### src/rtl/xtr_pkg.sv
// Shared types for the extraction stream decoder.
// Assumes 32-bit queue words with control codes in the top range.
package xtr_pkg;
    typedef enum logic [2:0] {
        ST_IDLE, ST_HDR, ST_BODY, ST_ESC, ST_EOF, ST_PRUNE, ST_ABORT
    } xtr_state_t;

    typedef enum logic [2:0] {
        K_DATA, K_EOF, K_PRUNE, K_ABORT, K_ESC, K_WAIT
    } word_kind_t;

    typedef enum logic [1:0] {
        FR_GOOD = 2'd0, FR_PRUNED = 2'd1, FR_ABORTED = 2'd2
    } frame_status_t;
endpackage

### src/rtl/xtr_classify.sv
// Classifies one queue word as payload or one of the control codes.
// Purely combinational; the byte swap affects matching only.
module xtr_classify
    import xtr_pkg::*;
#(
    parameter int W = 32
) (
    input  logic [W-1:0] word,
    input  logic         swap_en,
    output word_kind_t   kind,
    output logic [1:0]   tail_drop
);
    localparam int NB = W / 8;
    localparam logic [W-1:0] CODE_BASE = {1'b1, {(W-1){1'b0}}};

    logic [W-1:0] swapped;
    logic [W-1:0] cmp;
    logic         is_code;

    // Byte reversal built lane by lane
    for (genvar b = 0; b < NB; b++) begin : g_lane
        assign swapped[b*8 +: 8] = word[(NB-1-b)*8 +: 8];
    end

    assign cmp     = swap_en ? swapped : word;
    assign is_code = (cmp[W-1:3] == CODE_BASE[W-1:3]);

    // Decode the low three bits of a code word into an event kind
    always_comb begin
        kind      = K_DATA;
        tail_drop = cmp[1:0];
        if (is_code) begin
            case (cmp[2:0])
                3'd4:    kind = K_PRUNE;
                3'd5:    kind = K_ABORT;
                3'd6:    kind = K_ESC;
                3'd7:    kind = K_WAIT;
                default: kind = K_EOF;
            endcase
        end
    end
endmodule

### src/rtl/xtr_out_reg.sv
// Single output register for the payload stream with valid/ready.
// Assumes load is only raised when the register is empty or draining.
module xtr_out_reg #(
    parameter int W    = 32,
    parameter int BE_W = 4
) (
    input  logic            clk,
    input  logic            rst_n,
    input  logic            load,
    input  logic [W-1:0]    d,
    input  logic            d_last,
    input  logic [BE_W-1:0] d_be,
    input  logic            out_ready,
    output logic            out_valid,
    output logic [W-1:0]    out_data,
    output logic            out_last,
    output logic [BE_W-1:0] out_be
);
    // Hold or replace the presented word
    always_ff @(posedge clk) begin
        if (!rst_n) begin
            out_valid <= 1'b0;
            out_data  <= '0;
            out_last  <= 1'b0;
            out_be    <= '0;
        end else if (load) begin
            out_valid <= 1'b1;
            out_data  <= d;
            out_last  <= d_last;
            out_be    <= d_be;
        end else if (out_ready) begin
            out_valid <= 1'b0;
        end
    end

    assert_hold_R11: assert property (@(posedge clk) disable iff (!rst_n)
        (out_valid && !out_ready) |=> (out_valid && $stable(out_data)
                                       && $stable(out_last) && $stable(out_be)));

    assert_full_be_R4: assert property (@(posedge clk) disable iff (!rst_n)
        (out_valid && !out_last) |-> (out_be == {BE_W{1'b1}}));
endmodule

### src/rtl/xtr_ctrl.sv
// Frame sequencer: header skip, code handling, byte count and completion.
// Assumes hdr_len is stable for the duration of a frame.
module xtr_ctrl
    import xtr_pkg::*;
#(
    parameter int HDR_W = 4,
    parameter int CNT_W = 16,
    parameter int BE_W  = 4
) (
    input  logic             clk,
    input  logic             rst_n,
    input  logic             data_present,
    input  logic [HDR_W-1:0] hdr_len,
    input  word_kind_t       kind,
    input  logic [1:0]       tail_drop,
    input  logic             out_valid,
    input  logic             out_ready,
    output logic             rd_en,
    output logic             load,
    output logic             load_last,
    output logic [BE_W-1:0]  load_be,
    output logic             done,
    output logic [1:0]       done_status,
    output logic [CNT_W-1:0] done_bytes
);
    localparam logic [CNT_W-1:0] WORD_BYTES = CNT_W'(BE_W);

    xtr_state_t       state, state_n;
    logic [HDR_W-1:0] hdr_cnt;
    logic [CNT_W-1:0] byte_cnt;
    logic [1:0]       drop_q;
    logic             finish;
    frame_status_t    fin_status;
    logic [CNT_W-1:0] fin_bytes;

    assign rd_en = (state != ST_IDLE) && (!out_valid || out_ready);

    // Next state and the word to load for the current read
    always_comb begin
        state_n    = state;
        load       = 1'b0;
        load_last  = 1'b0;
        load_be    = {BE_W{1'b1}};
        finish     = 1'b0;
        fin_status = FR_GOOD;
        fin_bytes  = '0;
        case (state)
            ST_IDLE: if (data_present) state_n = (hdr_len == '0) ? ST_BODY : ST_HDR;
            ST_HDR: if (rd_en && (HDR_W'(hdr_cnt + 1'b1) == hdr_len)) state_n = ST_BODY;
            ST_BODY: if (rd_en) begin
                case (kind)
                    K_DATA:  load = 1'b1;
                    K_EOF:   state_n = ST_EOF;
                    K_PRUNE: state_n = ST_PRUNE;
                    K_ABORT: state_n = ST_ABORT;
                    K_ESC:   state_n = ST_ESC;
                    default: ;
                endcase
            end
            ST_ESC: if (rd_en) begin
                load    = 1'b1;
                state_n = ST_BODY;
            end
            ST_EOF: if (rd_en) begin
                load      = 1'b1;
                load_last = 1'b1;
                load_be   = {BE_W{1'b1}} >> drop_q;
                finish    = 1'b1;
                fin_bytes = byte_cnt + WORD_BYTES - CNT_W'(drop_q);
                state_n   = ST_IDLE;
            end
            ST_PRUNE: if (rd_en) begin
                load       = 1'b1;
                load_last  = 1'b1;
                finish     = 1'b1;
                fin_status = FR_PRUNED;
                state_n    = ST_IDLE;
            end
            ST_ABORT: if (rd_en) begin
                load       = 1'b1;
                load_last  = 1'b1;
                load_be    = '0;
                finish     = 1'b1;
                fin_status = FR_ABORTED;
                state_n    = ST_IDLE;
            end
            default: state_n = ST_IDLE;
        endcase
    end

    // State, header counter, saved tail code and running byte count
    always_ff @(posedge clk) begin
        if (!rst_n) begin
            state    <= ST_IDLE;
            hdr_cnt  <= '0;
            drop_q   <= '0;
            byte_cnt <= '0;
        end else begin
            state <= state_n;
            if (state == ST_IDLE) begin
                hdr_cnt  <= '0;
                byte_cnt <= '0;
            end else begin
                if (state == ST_HDR && rd_en) hdr_cnt <= hdr_cnt + 1'b1;
                if (load && !load_last) byte_cnt <= byte_cnt + WORD_BYTES;
            end
            if (state == ST_BODY && rd_en && kind == K_EOF) drop_q <= tail_drop;
        end
    end

    // Completion pulse with status and count
    always_ff @(posedge clk) begin
        if (!rst_n) begin
            done        <= 1'b0;
            done_status <= '0;
            done_bytes  <= '0;
        end else begin
            done <= finish;
            if (finish) begin
                done_status <= fin_status;
                done_bytes  <= fin_bytes;
            end
        end
    end

    assert_idle_no_start_R2: assert property (@(posedge clk) disable iff (!rst_n)
        (state == ST_IDLE && !data_present) |=> !rd_en);

    assert_done_pulse_R12: assert property (@(posedge clk) disable iff (!rst_n)
        done |=> !done);

    assert_discard_zero_R8: assert property (@(posedge clk) disable iff (!rst_n)
        (done && done_status != 2'd0) |-> (done_bytes == '0));
endmodule

### src/rtl/xtr_decoder.sv
// Top of the extraction stream decoder: classifier, sequencer, output stage.
// Assumes rd_data always holds a word while a frame is being read.
module xtr_decoder
    import xtr_pkg::*;
#(
    parameter int HDR_W = 4,
    parameter int CNT_W = 16
) (
    input  logic             clk,
    input  logic             rst_n,
    input  logic [HDR_W-1:0] hdr_len,
    input  logic             swap_en,
    input  logic             data_present,
    output logic             rd_en,
    input  logic [31:0]      rd_data,
    output logic             out_valid,
    input  logic             out_ready,
    output logic [31:0]      out_data,
    output logic             out_last,
    output logic [3:0]       out_be,
    output logic             done,
    output logic [1:0]       done_status,
    output logic [CNT_W-1:0] done_bytes
);
    localparam int W    = 32;
    localparam int BE_W = W / 8;

    word_kind_t      kind;
    logic [1:0]      tail_drop;
    logic            load, load_last;
    logic [BE_W-1:0] load_be;

    xtr_classify #(.W(W)) u_classify (
        .word(rd_data), .swap_en(swap_en), .kind(kind), .tail_drop(tail_drop)
    );

    xtr_ctrl #(.HDR_W(HDR_W), .CNT_W(CNT_W), .BE_W(BE_W)) u_ctrl (
        .clk(clk), .rst_n(rst_n), .data_present(data_present), .hdr_len(hdr_len),
        .kind(kind), .tail_drop(tail_drop), .out_valid(out_valid),
        .out_ready(out_ready), .rd_en(rd_en), .load(load), .load_last(load_last),
        .load_be(load_be), .done(done), .done_status(done_status),
        .done_bytes(done_bytes)
    );

    xtr_out_reg #(.W(W), .BE_W(BE_W)) u_out (
        .clk(clk), .rst_n(rst_n), .load(load), .d(rd_data), .d_last(load_last),
        .d_be(load_be), .out_ready(out_ready), .out_valid(out_valid),
        .out_data(out_data), .out_last(out_last), .out_be(out_be)
    );

    assert_done_last_R12: assert property (@(posedge clk) disable iff (!rst_n)
        done |-> (out_valid && out_last));
endmodule

### config.mk
export PLATFORM = sky130hd
export DESIGN_NAME = xtr_decoder
export DESIGN_NICKNAME = d
export VERILOG_FILES = /design/src/rtl/xtr_pkg.sv /design/src/rtl/xtr_classify.sv /design/src/rtl/xtr_out_reg.sv /design/src/rtl/xtr_ctrl.sv /design/src/rtl/xtr_decoder.sv
export SDC_FILE = /design/constraint.sdc
export NUM_CORES = 1
export LEC_CHECK = 0
export BUFFER_PORTS_ARGS = -buffer_cell sky130_fd_sc_hd__clkbuf_2
export CAP_MARGIN = 20
export CORE_ASPECT_RATIO = 1.2
export CORE_MARGIN = 8
export CORE_UTILIZATION = 58
export DETAILED_ROUTE_END_ITERATION = 8
export GPL_TIMING_DRIVEN = 0
export HOLD_SLACK_MARGIN = 0.08
export PLACE_DENSITY_LB_ADDON = 0.12
export SLEW_MARGIN = 0
export SYNTH_ARGS = -nofsm -noshare
export SYNTH_HDL_FRONTEND = slang
export SYNTH_SLANG_ARGS = --single-unit
### constraint.sdc
create_clock -name clk -period 4.3 [get_ports clk]
set_input_delay 0.43 -clock clk [delete_from_list [all_inputs] [get_ports clk]]
set_output_delay 0.43 -clock clk [all_outputs]
set_load 0.02 [all_outputs]
==> results.yml <==
synth:
  synth_edf_count: 0
  synth-async-reset-ratio_pct: 0
  netlist_area_sq_um: 4050
  synth_seq_cells: 80
  avgSynthCellArea_sq_um: 8.00
  synth.area.top_cells: "dfxtp_1 (40%), xnor2_1 (6.7%), nand3_1 (6.0%)"
  synth_top_area_share_pct: 39.5
  synthCells: 507
  yosysWarnings: 0
  yosysSeqAreaShare_pct: 39.5
  synth_largest_area_cell: "dfxtp_1"
  synth_commonest_cells: "dfxtp_1 (80), nand2_1 (62), nand3_1 (49)"
  yosys_most_used_dff: "dfxtp_1"
  syn_nets: 552
  synthMostInstantiatedCell: "dfxtp_1"
  ys_types: 53
clock_tree:
  h-tree-depth: 3
  ctsHoldBuffers: 0
  postCtsSetupBuffers: 0
  cts_sinks: 80
  cts_buffer_depth: 2
  clk_latency_ns: 0.36
  cts-root-buf: "clkbuf_8"
  clkTransAtPathRegs_ns: 0.09
  numCtsBuffers: 9
  cts.repair.resized: 0
  cts_tree: "yes"
placement:
  dp_hpwl_microns: 8610
  gp_congestion: 0.965
  dpl-instance-area_sq_um: 4640
  place.port_buffers: 96
worst_setup_path:
  rrSetupSlack_ns: 1.66
  cpPeakStageDelay_ns: 0.50
  critPathArrivalTime_ns: 2.90
  crit_type: "reg2reg"
  cp_max_fo: 10
  critical_path.slowest_cell: "or4_4"
  cp-end-kind: "register"
  path_cells: "ha_1 -> buf_2 -> inv_1 -> nor4_2 -> nor3_2 -> or4_4 -> a21o_1 -> a32o_1"
  critPathRequiredTime_ns: 4.56
  cp-start-kind: "register"
timing:
  fmax_mhz: 379
  hold_violations: 0
  relSlewSlack_pct: 49.5
  rsz0062_at_grt: "false"
  slew_viol_final: 0
  period_share_pct: 61.4
  setup_viol_count_final: 0
  tns_ns: 0
  skew_ns: 0.00914
  min_period_ns: 2.64
  worstMarginPinSlew_ns: 0.754
finish:
  regArea_sq_um: 1600
  n_fill_cell: 597
  finalInstanceArea_sq_um: 4860
  antenna_cells: 0
  areaGrowthSynthToFinish_pct: 20.0
  fin_nets: 659
  multi_input_area_sq_um: 2230
  layout-drive-gt1-share_pct: 22.0
route:
  wl_met1_microns: 4450
  vias: 4062
  wl_met3_microns: 641
  highest_layer: "met4"
  antenna_left: 0
  wl_per_cell_microns: 16.0
  routed_via_density: 5.75
  dr.pass1.iters: 5
  drc: 0
  wl_met2_microns: 5980
  first_iter_violations: 223
  wl_microns: 11300
power:
  irDropWorstVdd_v: 0.000456
  power.switching_uw: 770
  p_comb_share_pct: 28.8
  power_switching_share_pct: 36.1
  p_leak_nw: 1.97
  p_clk_share_pct: 29.3
  pwr-share-seq_pct: 41.9
  internal-power_mw: 1.36
  p_per_area_nw_per_um2: 439
global_route:
  grt_max_degree: 14
  grt_pass1_wl_microns: 18500
  grt_pass1_vias: 4024
  overflow: 0
  grt_usage_pct: 22.6
  grt_antenna_before_repair: 0
status:
  status: "finished clean"
floorplan:
  initial_utilization_pct: 59.5
  ioPinCount: 99
  dieArea_sq_um: 9930
  rows: 33
  die_x_microns: 92.3
  core_sq_um: 6810
  die_h_microns: 108
run:
  cap_violations: 0
min_path:
  min_path_type: "in2reg"
-- state kept, by name, indices dropped and copies added (netlist names) --
signal,flops
u_out.out_data,32
u_ctrl.done_bytes,16
u_ctrl.byte_cnt,14
u_ctrl.hdr_cnt,4
u_out.out_be,4
u_ctrl.state,3
u_ctrl.done_status,2
u_ctrl.drop_q,2
u_ctrl.done,1
u_out.out_last,1
u_out.out_valid,1
-- kinds of logic (layout without fill, tap and decap cells) --
logic type / count (synthesis) / after routing / synth area share, %
DFF: 80 / 80 / 39.5
xor gates and xnor gates: 42 / 42 / 9.07
buffers and inverters: 50 / 162 / 5.40
and+or+nand+nor: 215 / 215 / 25.9
adders and majority gates: 4 / 4 / 1.23
AOI/OAI and AO/OA: 108 / 108 / 16.9
muxes: 8 / 8 / 2.01
-- per-stage QoR --
step	power (mW)	setup slack, ns	instances	utilization (%)	hold WS (ns)
after floorplan	1.30	2.00	507	-	0.454
after global placement	1.51	1.52	690	68.2	0.435
after detailed placement	1.52	1.54	690	68.2	0.435
after CTS	2.14	1.72	706	71.4	0.302
after global routing	2.24	1.53	706	71.4	0.310
final	2.13	1.66	706	71.4	0.301
-- worst paths after layout --
| check | startpoint | end | depth (start not counted) |
|---|---|---|---|
| worst max register to register | u_ctrl.byte_cnt[3] | u_ctrl.done_bytes[11] | 8 |
| worst max-delay path | u_ctrl.byte_cnt[3] | u_ctrl.done_bytes[11] | 8 |
| worst min register to register | u_out.out_be[2] | u_out.out_be[2] | 2 |
| worst min-delay path | rd_data[29] | u_out.out_data[29] | 3 |
-- cell type report --
| cell class | instances | share of cell area (%) |
|---|---|---|
| flip-flops and latches | 80 | 32.9 |
| plain buffers | 37 | 3.50 |
| repair buffers | 96 | 9.88 |
| clock buffers | 11 | 2.91 |
| multi-input cells | 377 | 45.9 |
| inverters | 13 | 1.00 |
| clock inverters | 5 | 1.65 |
| well taps | 87 | 2.24 |
-- worst max-delay path, delay by kind of cell (launching register included) --
| family | cells | cell delay, ns |
|---|---|---|
| flops | 1 | 0.48 |
| simple gates | 3 | 1.03 |
| buf+inv | 2 | 0.39 |
| fa+ha+maj | 1 | 0.23 |
| compound gates | 2 | 0.41 |
-- cell usage in the layout (no fill, tap or decap), types with 3 or more instances in the layout --
| cell type | netlist | final |
|---|---|---|
| clkbuf_2 | 0 | 96 |
| dfxtp_1 | 80 | 80 |
| nand2_1 | 62 | 62 |
| nand3_1 | 49 | 49 |
| nor2_1 | 44 | 44 |
| o21ai_0 | 44 | 44 |
| xnor2_1 | 31 | 31 |
| clkbuf_1 | 25 | 26 |
| a21oi_1 | 21 | 21 |
| inv_1 | 13 | 13 |
| a211oi_1 | 12 | 12 |
| xor2_1 | 11 | 11 |
| nor3_1 | 10 | 10 |
| a22oi_1 | 10 | 10 |
| clkbuf_8 | 0 | 10 |
| nand4_1 | 8 | 8 |
| buf_2 | 7 | 7 |
| nor4_1 | 7 | 7 |
| mux2i_1 | 7 | 7 |
| nand2b_1 | 5 | 5 |
| or3_1 | 5 | 5 |
| nor2b_1 | 4 | 4 |
| or2_2 | 4 | 4 |
| a31oi_1 | 4 | 4 |
| ha_1 | 4 | 4 |
| buf_6 | 3 | 3 |
| o31ai_1 | 3 | 3 |
-- power groups by stage --
stage	clock [mW]	sequential, mW	combinational, mW
2_1_floorplan	0	1.01	0.285
3_3_place_gp	0	0.904	0.602
3_5_place_dp	0	0.908	0.612
4_1_cts	0.629	0.893	0.615
5_1_grt	0.662	0.906	0.674
6_report	0.625	0.894	0.615
-- metal layers --
layer / GRT usage [%] / vias to the layer above
li1: - / 1997
met2: 41.9 / 122
met3: 6.49 / 24
met4: 9.92 / 0
met1: 23.0 / 1919
met5: 0 / -
No activity file was read; power rests on OpenSTA's default activity.
